### src/rtl/ratio_bridge_pkg.sv
package ratio_bridge_pkg;
  // Entries in the crossing store; must be a power of two.
  localparam int unsigned XFER_DEPTH = 2;
  // Default word width.
  localparam int unsigned XFER_WIDTH = 16;
endpackage

### src/rtl/ratio_tick_gen.sv
module ratio_tick_gen #(
  parameter int unsigned DIV = 3
) (
  input  logic clk,
  input  logic rst,
  output logic tick_o,
  output logic slow_clk_o
);
  localparam int unsigned CW = (DIV > 1) ? $clog2(DIV) : 1;
  localparam logic [CW-1:0] LAST = CW'(DIV - 1);
  localparam logic [CW-1:0] HALF = CW'(DIV / 2);

  logic [CW-1:0] cnt_q;
  logic [CW-1:0] cnt_d;

  always_comb begin
    if (cnt_q == LAST) cnt_d = '0;
    else               cnt_d = cnt_q + 1'b1;
  end

  // Outputs are registered from the next phase value so they line up with cnt_q.
  always_ff @(posedge clk) begin
    if (rst) begin
      cnt_q      <= '0;
      tick_o     <= 1'b0;
      slow_clk_o <= 1'b1;
    end else begin
      cnt_q      <= cnt_d;
      tick_o     <= (cnt_d == LAST);
      slow_clk_o <= (cnt_d < HALF);
    end
  end

  AST_TICK_SPACING: assert property (@(posedge clk) disable iff (rst)
    tick_o |=> !tick_o);
  AST_CNT_RANGE: assert property (@(posedge clk) disable iff (rst)
    cnt_q <= LAST);
  AST_TICK_SLOW_LOW: assert property (@(posedge clk) disable iff (rst)
    tick_o |-> !slow_clk_o);
  AST_SLOW_RISE: assert property (@(posedge clk) disable iff (rst)
    $rose(slow_clk_o) |-> $past(tick_o));
endmodule

### src/rtl/slow_reset_gen.sv
module slow_reset_gen (
  input  logic clk,
  input  logic rst,
  input  logic tick_i,
  output logic srst_o
);
  // Held while the fast reset is high, released on the first slow edge after it.
  always_ff @(posedge clk) begin
    if (rst)         srst_o <= 1'b1;
    else if (tick_i) srst_o <= 1'b0;
  end

  AST_SRST_RELEASE: assert property (@(posedge clk) disable iff (rst)
    $fell(srst_o) |-> $past(tick_i));
  AST_SRST_STAYS_LOW: assert property (@(posedge clk) disable iff (rst)
    !srst_o |=> !srst_o);
endmodule

### src/rtl/ratio_word_fifo.sv
module ratio_word_fifo #(
  parameter int unsigned DW    = 16,
  parameter int unsigned DEPTH = 2
) (
  input  logic          clk,
  input  logic          rst,
  input  logic          push_i,
  input  logic [DW-1:0] push_data_i,
  input  logic          pop_req_i,
  output logic          full_o,
  output logic          valid_o,
  output logic [DW-1:0] head_o
);
  localparam int unsigned PW = (DEPTH > 1) ? $clog2(DEPTH) : 1;
  localparam logic [PW:0] LVL_FULL = (PW + 1)'(DEPTH);

  logic [DW-1:0] mem [DEPTH];
  logic [PW-1:0] wptr_q;
  logic [PW-1:0] rptr_q;
  logic [PW:0]   level_q;
  logic          pop;

  assign pop = pop_req_i && (level_q != '0);

  // Storage has no reset so it maps onto RAM.
  always_ff @(posedge clk) begin
    if (push_i) mem[wptr_q] <= push_data_i;
  end

  always_ff @(posedge clk) begin
    if (rst) begin
      wptr_q  <= '0;
      rptr_q  <= '0;
      level_q <= '0;
    end else begin
      if (push_i) wptr_q <= wptr_q + 1'b1;
      if (pop)    rptr_q <= rptr_q + 1'b1;
      case ({push_i, pop})
        2'b10:   level_q <= level_q + 1'b1;
        2'b01:   level_q <= level_q - 1'b1;
        default: level_q <= level_q;
      endcase
    end
  end

  assign full_o  = (level_q == LVL_FULL);
  assign valid_o = (level_q != '0);
  assign head_o  = mem[rptr_q];

  AST_NO_OVERFLOW: assert property (@(posedge clk) disable iff (rst)
    push_i |-> (level_q < LVL_FULL));
  AST_HOLD_WORD: assert property (@(posedge clk) disable iff (rst)
    (valid_o && !pop_req_i) |=> (valid_o && $stable(head_o)));
  AST_LAND_NEXT: assert property (@(posedge clk) disable iff (rst)
    push_i |=> valid_o);
endmodule

### src/rtl/ratio_clk_bridge.sv
module ratio_clk_bridge
  import ratio_bridge_pkg::*;
#(
  parameter int unsigned DIV   = 3,
  parameter int unsigned DW    = XFER_WIDTH,
  parameter int unsigned DEPTH = XFER_DEPTH
) (
  input  logic          clk,
  input  logic          rst,
  output logic          fast_clk_o,
  output logic          slow_clk_o,
  output logic          clk_rdy_o,
  output logic          slow_rst_o,
  input  logic          wr_en_i,
  input  logic [DW-1:0] wr_data_i,
  output logic          wr_rdy_o,
  input  logic          rd_en_i,
  output logic [DW-1:0] rd_data_o,
  output logic          rd_valid_o
);
  logic tick;
  logic srst;
  logic full;
  logic push;

  assign fast_clk_o = clk;

  ratio_tick_gen #(.DIV(DIV)) u_div (
    .clk        (clk),
    .rst        (rst),
    .tick_o     (tick),
    .slow_clk_o (slow_clk_o)
  );

  slow_reset_gen u_srst (
    .clk    (clk),
    .rst    (rst),
    .tick_i (tick),
    .srst_o (srst)
  );

  // Both sides share one oscillator: the tick alone qualifies the crossing.
  assign wr_rdy_o   = tick && !srst && !full;
  assign push       = wr_en_i && wr_rdy_o;
  assign clk_rdy_o  = tick;
  assign slow_rst_o = srst;

  ratio_word_fifo #(.DW(DW), .DEPTH(DEPTH)) u_fifo (
    .clk         (clk),
    .rst         (rst),
    .push_i      (push),
    .push_data_i (wr_data_i),
    .pop_req_i   (rd_en_i),
    .full_o      (full),
    .valid_o     (rd_valid_o),
    .head_o      (rd_data_o)
  );

  AST_PUSH_IN_SLOW_RUN: assert property (@(posedge clk) disable iff (rst)
    push |-> !slow_rst_o);
endmodule

### config.mk
export PLATFORM = sky130hd
export DESIGN_NAME = ratio_clk_bridge
export DESIGN_NICKNAME = d
export VERILOG_FILES = /design/src/rtl/ratio_bridge_pkg.sv /design/src/rtl/ratio_tick_gen.sv /design/src/rtl/slow_reset_gen.sv /design/src/rtl/ratio_word_fifo.sv /design/src/rtl/ratio_clk_bridge.sv
export SDC_FILE = /design/constraint.sdc
export NUM_CORES = 1
export LEC_CHECK = 0
export ABC_CLOCK_PERIOD_IN_PS = 3650
export BUFFER_PORTS_ARGS = -buffer_cell sky130_fd_sc_hd__buf_2
export CAP_MARGIN = 15
export CORE_UTILIZATION = 35
export CTS_BUF_LIST = sky130_fd_sc_hd__clkbuf_4 sky130_fd_sc_hd__clkbuf_8
export CTS_CLUSTER_SIZE = 10
export DETAILED_ROUTE_END_ITERATION = 8
export PLACE_DENSITY = 0.58
export SYNTH_ARGS = -nofsm -noshare
export SYNTH_HDL_FRONTEND = slang
export SYNTH_SLANG_ARGS = --single-unit
### constraint.sdc
create_clock -name clk -period 3.65 [get_ports clk]
set_input_delay 0.1825 -clock clk [delete_from_list [all_inputs] [get_ports clk]]
set_output_delay 0.1825 -clock clk [all_outputs]
set_load 0.02 [all_outputs]
Word-level counts from Yosys, hierarchy flattened
Memories as Yosys holds them, arrays and structs flattened. A register that Yosys moved wholly into a read port is not among the register bits.
Cells that the tools add are included.
W data, S select, Z words.
{ "op_classes": {"add_sub_neg": 5, "n_eq_ne": 5, "mux": 6, "order_cmp": 1, "reduce_logical": 8} }
{ "ops": {"columns": ["operator", "count"], "rows": [
  ["$eq A2 B2 Y1 const B", 4],
  ["$add A2 B1 Y2 const B", 2],
  ["$logic_and A1 B1 Y1", 4],
  ["$mux W1", 4],
  ["$pmux W2 S2", 1],
  ["$reduce_bool A2 Y1", 2],
  ["$add A1 B1 Y1 const B", 2],
  ["$eq A2 B1 Y1 const B", 1],
  ["$logic_not A1 Y1", 2],
  ["$lt A2 B1 Y1 const B", 1],
  ["$mux W2", 1],
  ["$sub A2 B1 Y2 const B", 1]
]} }
{ "word_totals": {"mem_count": 1, "out_inout_bits": 22, "mem_bits_rw": 32, "regBits": 9, "elab_cells": 33} }
{ "memory_table": {"columns": ["name", "depth", "width", "rd", "rd_clocked_by_memory_dff", "wr", "line", "text"], "rows": [
  ["u_fifo.mem", 2, 16, 1, 1, 1, "ratio_word_fifo.sv:17", "logic [DW-1:0] mem [DEPTH];"]
]} }

Logic depth before layout (Yosys ltp)
Gate-level depths: netlist of run 1.
{ "logic_depth": {"ltp_word": 6, "mapped_depth": 6, "mapped_depth_nobuf": 6} }

By module
From an unflattened synthesis of run 1, not the netlist that was laid out.
{ "unflattened": {"cells_unflattened": 85, "hier_area_um2": 1503.9} }
{ "modules_own_cells": {"columns": ["module", "area_per_inst_um2", "cells_each", "n_inst", "seq_area_each_um2"], "rows": [
  ["ratio_word_fifo", 1366.3, 73, 1, 1061.0],
  ["ratio_tick_gen", 78.8, 6, 1, 60.1],
  ["slow_reset_gen", 31.3, 3, 1, 20.0],
  ["ratio_clk_bridge", 27.5, 3, 1, 0.0]
]} }

==> results of run 1 <==
[power by group]
part	internal, mW	switching [mW]
Clock	0.307	0.169
Sequential	0.507	0.00382
Combinational	0.0284	0.0206
Total	0.843	0.193
[cell usage after synthesis]
cell      count  area, sq um
buf_4         1         7.51
xnor2_1       2         17.5
buf_2         1         5.00
o21ai_0       1         5.00
clkbuf_1      2         7.51
o21a_1        1         7.51
or3b_4        1         11.3
or3_1         1         6.26
nor2b_2       1         8.76
nand2b_1      1         6.26
mux2_2       16          180
inv_1         3         11.3
edfxtp_1     32          961
mux2_4        1         15.0
nor2_1       10         37.5
dfxtp_1       9          180
a21oi_1       1         5.00
ha_1          1         12.5
xor2_1        1         8.76
or2_2         2         12.5
a21o_1        1         7.51
[registers in the layout, summed over array words and instances (netlist names), named ones only]
signal / flops
u_div.cnt_q: 2
u_div.slow_clk_o: 1
u_fifo.level_q: 2
u_fifo.mem: 32
u_fifo.rptr_q: 1
u_fifo.wptr_q: 1
u_srst.srst_o: 1
[final timing paths]
check	end	slack (ns)	cells after the start	from
worst max register to register	u_fifo.level_q[1]	1.79	5	u_fifo.level_q[0]
worst max-delay path	fast_clk_o	1.27	3	clk
worst min-delay path	u_fifo.rptr_q	0.06	2	rst
worst min register to register	u_div.cnt_q[0]	0.42	1	u_div.cnt_q[0]
[metal layers]
metal,up-vias,share of wire,global-route usage
li1,446,-,-
met1,434,0.44,0.138
met2,33,0.47,0.202
met3,7,0.068,0.0557
met4,0,0.021,0.0781
met5,-,0,0
[worst max-delay path, cell delays in order]
cell and delay (ns):
clkbuf_8 0.11, clkbuf_8 0.11, buf_2 0.15
[area by class of cell]
type	instances	area (sq um)	area share
Timing Repair Buffer	58	375	0.179
Clock buffer	11	136	0.0650
Clock inverter	1	30.0	0.0143
Sequential cell	41	1140	0.544
Tap cell	50	62.6	0.0298
Multi-Input combinational cell	41	342	0.163
Inverter	3	11.3	0.00537
[cell families after synthesis]
logic type               Yosys count
AO/OA/AOI/OAI                      4
XOR/XNOR                           3
adder cells (fa/ha/maj)            1
buffers and inverters              7
flip-flops                        41
multiplexers                      17
AND/OR/NAND/NOR                   16
==> results.md, run 1 <==
- Vias in the first global route: 927
- Final hold violations: 0
- Pwr Total: 1.04 mW
- Final worst setup slack: 1.27 ns
- Crit-path max FO: 2
- Leak pwr: 0.815 nW
- Pwr Density: 494 nW/um^2
- Commonest cells after routing, fill and taps aside: buf_2, edfxtp_1, mux2_2, dlygate4sd3_1, nor2_1
- Placed insts: 178
- Initial Util: 0.370
- Max Slew Vio Count: 0
- Gr ovfl total: 0
- Ys Warns: 0
- DR iter-0 viols: 27
- Post-route insts no fill: 205
- Final instance area: 2100 sq um
- Mapped Avg Cell Area: 17.0 sq um
- Synth Area in Compound Gates: 0.0165
- Gate Count Post-Synth: 89
- Setup crit end kind: primary output
- DR vias/cell: 4.49
- Area grow syn2layout: 38.6%
- Fillers: 360
- Share of cells above drive strength 1: 0.484
- Die footprint: 4590 sq um
- Drt first pass iters: 4
- Synth Area in Adders: 0.00826
- Final wirelength: 2.50 mm
- Row count: 23
- Antenna violations before repair: 0
- Distinct cells, synth: 21
- Vias post-DR: 920
- Io pins: 42
- Post-Synth Simple-Gate Area: 0.0545
- Maximum VDD drop: 0.273 mV
- WL/cell: 12.2 um
- Clock transition at path regs: 0.07 ns
- Hold slack: 0.0603 ns
- Critical path class: clock port to primary output
- Util after Layout: 0.513
- Area of the core: 4090 sq um
- Status: finished clean
- Layout Nets: 175
- Antenna Nets Post-Route: 0
- Clk Latency, worst-skew pair: 0.38 ns
- # Post-CTS Setup Buffers: 0
- Largest net degree at the start of global routing: 17
- All-Layer GR Usage: 0.127
- Synthesized flop and latch total: 41
- Die Width: 67.8 um
- Critical Path Start Type: clock port
- Mux contribution to synthesized area: 0.129
- Finish-stage setup viols: 0
- Seq/Total Area, Yosys: 0.754
- CTS tree: built
- Syn Nets: 110
- CTS resizes: 0
- RSZ-0062 raised after global routing: false
- Placer's final routability congestion estimate: 0.634
- Die Ht: 67.8 um
- Post-Synth XOR/XNOR Area: 0.0174
- Slew @ Worst Pin: 0.722 ns
- DP Area: 1780 sq um
- CP arrival: 2.19 ns
- Hold crit path type: primary input to flip-flop
- Slew HR: 0.518
- First-pass GRT wire length: 3.97 mm
- Max-Cap Viols: 0
- Setup_tns: 0 ns
- Leading cell type in the layout, fill and taps excluded: buf_2
- IO buf count: 41
- Diode count: 0
- Netlist Area Pre-Place: 1510 sq um
- Post-route DRC: 0
- Hold-fix buffers at CTS: 15
- Main combinational cell family by area after synthesis: multiplexers
- Post-detail-place hpwl: 1.66 mm
- Final Skew: 0.00683 ns
- Placement Setup Slack: 1.51 ns
- Worst Path Required: 3.47 ns
(Power assumes the default switching activity.)
==> inputs of run 2 (changes only) <==
--- a/config.mk
+++ b/config.mk
@@ -5,7 +5,8 @@
 export SDC_FILE = /design/constraint.sdc
 export NUM_CORES = 1
 export LEC_CHECK = 0
-export ABC_CLOCK_PERIOD_IN_PS = 3650
+export ABC_AREA = 1
+export ABC_CLOCK_PERIOD_IN_PS = 2390
 export BUFFER_PORTS_ARGS = -buffer_cell sky130_fd_sc_hd__buf_2
 export CAP_MARGIN = 15
 export CORE_UTILIZATION = 35
==> constraint.sdc (replaced) <==
create_clock -name clk -period 2.39 [get_ports clk]
set_input_delay 0.1195 -clock clk [delete_from_list [all_inputs] [get_ports clk]]
set_output_delay 0.1195 -clock clk [all_outputs]
set_load 0.02 [all_outputs]
==> run 2 against run 1 <==
Against the previous run:
- clock-buffer cell count rose by 1
- highest routed layer unchanged
- routed wire length rose by 4.8%
- global-route usage barely moved
- largest cell class unchanged
==> results.md, run 2 <==
- Status: finished clean
- Synth top cells by count: edfxtp_1, mux2_4, dfxtp_1, nand2_1, nor2_1
- Worst path max stage delay: 0.15 ns (about the same)
- Leak pwr: 0.866 nW (+6.3%)
- DR iter-0 viols: 53 (+96%)
- Ys Warns: 0 (unchanged)
- Leading area contributor after synthesis: edfxtp_1
- Area grow syn2layout: 34.9%
- Row count: 24 (+4.3%)
- Worst setup startpoint: clk
- Die footprint: 4770 sq um (+3.8%)
- Setup crit end kind: primary output
- Io pins: 42 (unchanged)
- Netlist Area Pre-Place: 1570 sq um (+4.0%)
- Final worst setup slack: 0.707 ns (-0.567 ns)
- Most used cell, CP: clkbuf_8
- Antenna Nets Post-Route: 0 (unchanged)
- Critical path class: clock port to primary output
- Crit path cell chain: clkbuf_8 -> clkbuf_8 -> buf_2
- Max Slew Vio Count: 0 (unchanged)
- Vias in the first global route: 1009 (+8.8%)
- Max reg flops: 32 (unchanged)
- Most numerous cell in the Yosys netlist: edfxtp_1
- Final instance area: 2120 sq um (+1.2%)
- Maximum VDD drop: 0.306 mV (+12%)
- Diode count: 0 (unchanged)
- First-pass GRT wire length: 4.46 mm (+13%)
- Vias post-DR: 965 (+4.9%)
- Setup_tns: 0 ns (unchanged)
- Pwr Total: 1.47 mW (+42%)
- DR vias/cell: 4.45 (-0.91%)
- Die Ht: 69.1 um (+1.9%)
- # Post-CTS Setup Buffers: 0 (unchanged)
- Max-Cap Viols: 0 (unchanged)
- Final hold violations: 0 (unchanged)
- RSZ-0062 raised after global routing: false
- Crit-path max FO: 2 (unchanged)
- Post-detail-place hpwl: 1.74 mm (+5.1%)
- Gr ovfl total: 0 (unchanged)
- Layout Nets: 185 (+5.7%)
- Post-synth EDFFs: 32 (unchanged)
- Critical Path Start Type: clock port
- Area contributors post-synth: edfxtp_1, dfxtp_1, mux2_4, mux2_2, nand2_1
- Area of the core: 4320 sq um (+5.8%)
- Pwr Density: 693 nW/um^2 (+40%)
- CTS resizes: 0 (unchanged)
- Die Width: 69.1 um (+1.9%)
- Hold-fix buffers at CTS: 17 (+2)
- WL/cell: 12.1 um (-0.96%)
- Placement Setup Slack: 0.808 ns (-0.700 ns)
- Slew HR: 0.578 (+0.0594)
- Share of Yosys cell area claimed by the top area cell type: 0.610 (-0.0242)
- Final Skew: 0.00379 ns (-0.00304 ns)
- Distinct cells, synth: 21 (unchanged)
- Mapped Avg Cell Area: 16.2 sq um (-4.6%)
- DP Area: 1820 sq um (+2.5%)
- Share of cells above drive strength 1: 0.442 (-0.0414)
- Post-route DRC: 0 (unchanged)
- IO buf count: 41 (unchanged)
- Antenna violations before repair: 0 (unchanged)
- Synthesized flop and latch total: 41 (unchanged)
- Biggest regs: u_fifo.mem (32), u_div.cnt_q (2), u_fifo.level_q (2)
- All-Layer GR Usage: 0.127 (+0.000219)
- Ys async rst share: 0 (unchanged)
- Seq/Total Area, Yosys: 0.725 (-0.0288)
- Commonest cells after routing, fill and taps aside: buf_2, edfxtp_1, dlygate4sd3_1
- Largest net degree at the start of global routing: 17 (unchanged)
- Drt first pass iters: 4 (unchanged)
- Largest Register: u_fifo.mem
- Gate Count Post-Synth: 97 (+9.0%)
- Initial Util: 0.364 (-0.00648)
- Leading cell type in the layout, fill and taps excluded: buf_2
- Syn Nets: 118 (+7.3%)
- Placer's final routability congestion estimate: 0.707 (+11%)
- Slew @ Worst Pin: 0.633 ns (-0.0888 ns)
- Slowest cell on the critical path: buf_2
- Finish-stage setup viols: 0 (unchanged)
- Reg2Reg Launch Point: u_div.cnt_q[1]
- Worst Path Required: 2.27 ns (-1.20 ns)
- Clock transition at path regs: 0.07 ns (about the same)
- Fillers: 403 (+12%)
- Clk Latency, worst-skew pair: 0.39 ns (about the same)
- Hold crit path type: primary input to flip-flop
- Worst Hold Launch: wr_en_i
- CTS tree: built
- Final wirelength: 2.62 mm (+4.8%)
- Ys flop type: edfxtp_1
- CP arrival: 1.56 ns (-0.63 ns)
- Placed insts: 189 (+6.2%)
- Post-route insts no fill: 217 (+5.9%)
[run 2: changes by cell type after synthesis, moves of 3 or more]
cell     before  now
inv_1         3    6
mux2_2       16    6
mux2_4        1   10
nand2_1       0    9
[run 2: path summary, 6_finish.rpt]
| check | to | slack [ns] | depth (start not counted) |
|---|---|---|---|
| setup / recovery | fast_clk_o | 0.71 | 3 |
| hold / removal | u_fifo.wptr_q | 0.09 | 4 |
| setup reg to reg | u_fifo.mem[1][9] | 0.83 | 4 |
| hold reg to reg | u_div.cnt_q[0] | 0.42 | 1 |
[run 2: layer usage]
layer	GRT usage	vias to the layer above	share of wire
met3	0.0629	7	0.074
met4	0.0748	0	0.024
met1	0.137	448	0.41
met5	0	-	0
met2	0.201	35	0.49
li1	-	475	-
[run 2: logic make-up after synthesis]
kind of cell | synth area share
AND/OR/NAND/NOR | 0.0723
flip-flops | 0.725
buffers and inverters | 0.0390
AO/OA/AOI/OAI | 0.0175
multiplexers | 0.138
adder cells (fa/ha/maj) | 0.00795
[run 2: area by class of cell]
type | count | area, sq um | share of cell area
Sequential cell | 41 | 1140 | 0.537
Clock buffer | 12 | 138 | 0.0648
Tap cell | 52 | 65.1 | 0.0306
Inverter | 6 | 22.5 | 0.0106
Timing Repair Buffer | 59 | 385 | 0.181
Multi-Input combinational cell | 47 | 372 | 0.175
[run 2: power breakdown]
| group | switching [mW] | total, mW | internal, mW |
|---|---|---|---|
| sequential | 0.00360 | 0.779 | 0.775 |
| combinational | 0.0373 | 0.0822 | 0.0449 |
| clock | 0.252 | 0.611 | 0.359 |
| total | 0.293 | 1.47 | 1.18 |
[run 2: through the flow]
| stage | util | hold WS [ns] |
|---|---|---|
| detailed placement | 0.421 | 0.254 |
| global placement | 0.421 | 0.254 |
| finish | 0.491 | 0.0933 |
| floorplan | - | 0.191 |
| CTS | 0.491 | 0.0819 |
| global route | 0.491 | 0.141 |
[run 2: critical path, delay by kind of cell]
family / cells / cell delay, ns
buf+inv: 3 / 0.37
==> inputs of run 3 (changes only) <==
--- a/config.mk
+++ b/config.mk
@@ -6,14 +6,14 @@
 export NUM_CORES = 1
 export LEC_CHECK = 0
 export ABC_AREA = 1
-export ABC_CLOCK_PERIOD_IN_PS = 2390
+export ABC_CLOCK_PERIOD_IN_PS = 1430
 export BUFFER_PORTS_ARGS = -buffer_cell sky130_fd_sc_hd__buf_2
 export CAP_MARGIN = 15
 export CORE_UTILIZATION = 35
 export CTS_BUF_LIST = sky130_fd_sc_hd__clkbuf_4 sky130_fd_sc_hd__clkbuf_8
 export CTS_CLUSTER_SIZE = 10
 export DETAILED_ROUTE_END_ITERATION = 8
-export PLACE_DENSITY = 0.58
+export PLACE_DENSITY = 0.6
 export SYNTH_ARGS = -nofsm -noshare
 export SYNTH_HDL_FRONTEND = slang
 export SYNTH_SLANG_ARGS = --single-unit
==> constraint.sdc (replaced) <==
create_clock -name clk -period 1.43 [get_ports clk]
set_input_delay 0.0715 -clock clk [delete_from_list [all_inputs] [get_ports clk]]
set_output_delay 0.0715 -clock clk [all_outputs]
set_load 0.02 [all_outputs]
==> run 3 against run 2 <==
Against the previous run:
- first-iteration DRC count shrank 64%
- total power grew 77%
- routed wire length grew 3.8%
- global-route usage is essentially flat
- register-to-register slack lost 0.74 ns
- critical path depth is the same
- via count grew 2.7%
- worst hold slack lost 0.053 ns
- non-clock buffer count grew 4
- utilization grew 5.4 points
- clock-buffer cell count shrank 3
- sequential power grew 67%
==> results.md, run 3 (same netlist as run 2, synthesis figures left out) <==
- Max-Cap Viols: 0 (unchanged)
- Slew @ Worst Pin: 0.184 ns (-0.449 ns)
- Setup_tns: 0 ns (unchanged)
- Final wirelength: 2.72 mm (+3.8%)
- Worst Hold Launch: wr_en_i
- Min cycle time layout: 1.41 ns
- Diode count: 0 (unchanged)
- Finish-stage setup viols: 0 (unchanged)
- Die footprint: 4770 sq um (unchanged)
- Hold crit path type: primary input to flip-flop
- IO buf count: 41 (unchanged)
- Fmax: 707 MHz
- Pwr Density: 1110 nW/um^2 (+60%)
- Drt first pass iters: 4 (unchanged)
- Commonest cells after routing, fill and taps aside: edfxtp_1, buf_2, buf_6
- Critical path class: flip-flop to primary output
- Slew HR: 0.877 (+0.300)
- Clk Latency, worst-skew pair: 0.39 ns (about the same)
- WL/cell: 12.4 um (+2.4%)
- Leak pwr: 0.953 nW (+10%)
- Vias in the first global route: 1023 (+1.4%)
- Row count: 24 (unchanged)
- Status: finished clean
- Placer's final routability congestion estimate: 0.669 (-5.3%)
- Area of the core: 4320 sq um (unchanged)
- Final Skew: 0.00481 ns (+0.00102 ns)
- First-pass GRT wire length: 4.47 mm (+0.16%)
- Antenna Nets Post-Route: 0 (unchanged)
- Tcrit/Tclk final: 0.989
- R2R Setup Slk: 0.09 ns (-0.74 ns)
- R2R cell count: 8 (+4)
- Io pins: 42 (unchanged)
- DP Area: 1890 sq um (+3.7%)
- DR iter-0 viols: 19 (-64%)
- Setup crit end kind: primary output
- Hold Path Depth: 4 (unchanged)
- RSZ-0062 raised after global routing: true
- Post-detail-place hpwl: 1.84 mm (+5.3%)
- Share of cells above drive strength 1: 0.494 (+0.0516)
- Vias post-DR: 991 (+2.7%)
- Layout Nets: 189 (+2.2%)
- Biggest regs: u_fifo.mem (32), u_div.cnt_q (2), u_fifo.level_q (2)
- DR vias/cell: 4.50 (+1.3%)
- Initial Util: 0.364 (unchanged)
- Reg2Reg Launch Point: u_div.cnt_q[1]
- Post-route DRC: 0 (unchanged)
- Largest net degree at the start of global routing: 17 (unchanged)
- Critical Path Start Type: flip-flop
- Largest Register: u_fifo.mem
- Die Width: 69.1 um (unchanged)
- Max Slew Vio Count: 0 (unchanged)
- Maximum VDD drop: 0.678 mV (+120%)
- Die Ht: 69.1 um (unchanged)
- CTS tree: built
- Antenna violations before repair: 0 (unchanged)
- All-Layer GR Usage: 0.127 (+0.000354)
- CP arrival: 1.34 ns (-0.22 ns)
- Util after Layout: 0.545 (+0.0544)
- Gr ovfl total: 0 (unchanged)
- Max reg flops: 32 (unchanged)
- Area grow syn2layout: 49.8%
- Crit-path max FO: 5 (+3)
- Clock transition at path regs: 0.07 ns (about the same)
- Reg-to-Reg End: u_fifo.level_q[1]
- Leading cell type in the layout, fill and taps excluded: edfxtp_1
- WHS Endpoint: u_fifo.wptr_q
- Final instance area: 2360 sq um (+11%)
- Final hold violations: 0 (unchanged)
- Worst Path Required: 1.36 ns (-0.91 ns)
==> run 3: cell types whose count changed in the layout (fill, tap and decap cells not counted), sizes merged <==
cell	previous run	this run
buf	43	47
bufinv	0	1
clkbuf	11	8
clkinv	0	1
==> run 3: per-layer routing <==
metal,GRT usage,part of all wire
met5,0,0
met4,0.104,0.032
met3,0.0453,0.048
met2,0.208,0.51
met1,0.130,0.41
==> run 3: layout make-up <==
| cell class | count | area, sq um |
|---|---|---|
| fillers | 379 | 1970 |
| well taps | 52 | 65.1 |
| flip-flops and latches | 41 | 1150 |
| clock buffers | 9 | 115 |
| clock inverters | 2 | 35.0 |
| multi-input cells | 47 | 415 |
| inverters | 6 | 22.5 |
| repair buffers | 63 | 556 |
==> run 3: worst max-delay path, cell delays in order, from the launching register on <==
cell and delay [ns]:
dfxtp_4 0.38, buf_6 0.14, mux2_4 0.31, buf_6 0.13
==> run 3: metrics by stage <==
stage / power, mW / hold slack, ns / cells / setup WS, ns
after floorplan: 1.46 / 0.134 / 97 / 0.0139
final: 2.61 / 0.0399 / 220 / 0.0164
after CTS: 2.64 / 0.0371 / 220 / -0.0175
after global placement: 1.49 / 0.206 / 192 / 0.0872
after global routing: 2.70 / 0.0775 / 220 / -0.0207
after detailed placement: 1.50 / 0.206 / 192 / 0.0388
==> run 3: where the power goes <==
part	internal (mW)	switching (mW)	leakage [nW]
registers	1.29	0.00791	0.363
logic	0.0877	0.0643	0.510
clock network	0.704	0.452	0.0795
total	2.08	0.524	0.953
==> run 3: what timing repair did <==
action,in CTS,in global routing
gates cloned,1,0
hold buffers,17,0
resized for setup,21,26
setup endpoints to repair,16,34
pin swaps,0,1
endpoints found under the hold margin,35,0
setup buffers,0,0
==> run 3: how the worst max path moves through the flow <==
stage | from | slack [ns] | endpoint
floorplan | u_div.cnt_q[1] | 0.01 | u_fifo.level_q[1]
global placement | u_div.cnt_q[1] | 0.09 | u_fifo.level_q[1]
detailed placement | u_fifo.level_q[0] | 0.04 | u_fifo.level_q[1]
CTS | flip-flop | -0.02 | rd_data_o[0]
global route | flip-flop | -0.02 | rd_data_o[6]
finish | flip-flop | 0.02 | rd_data_o[6]
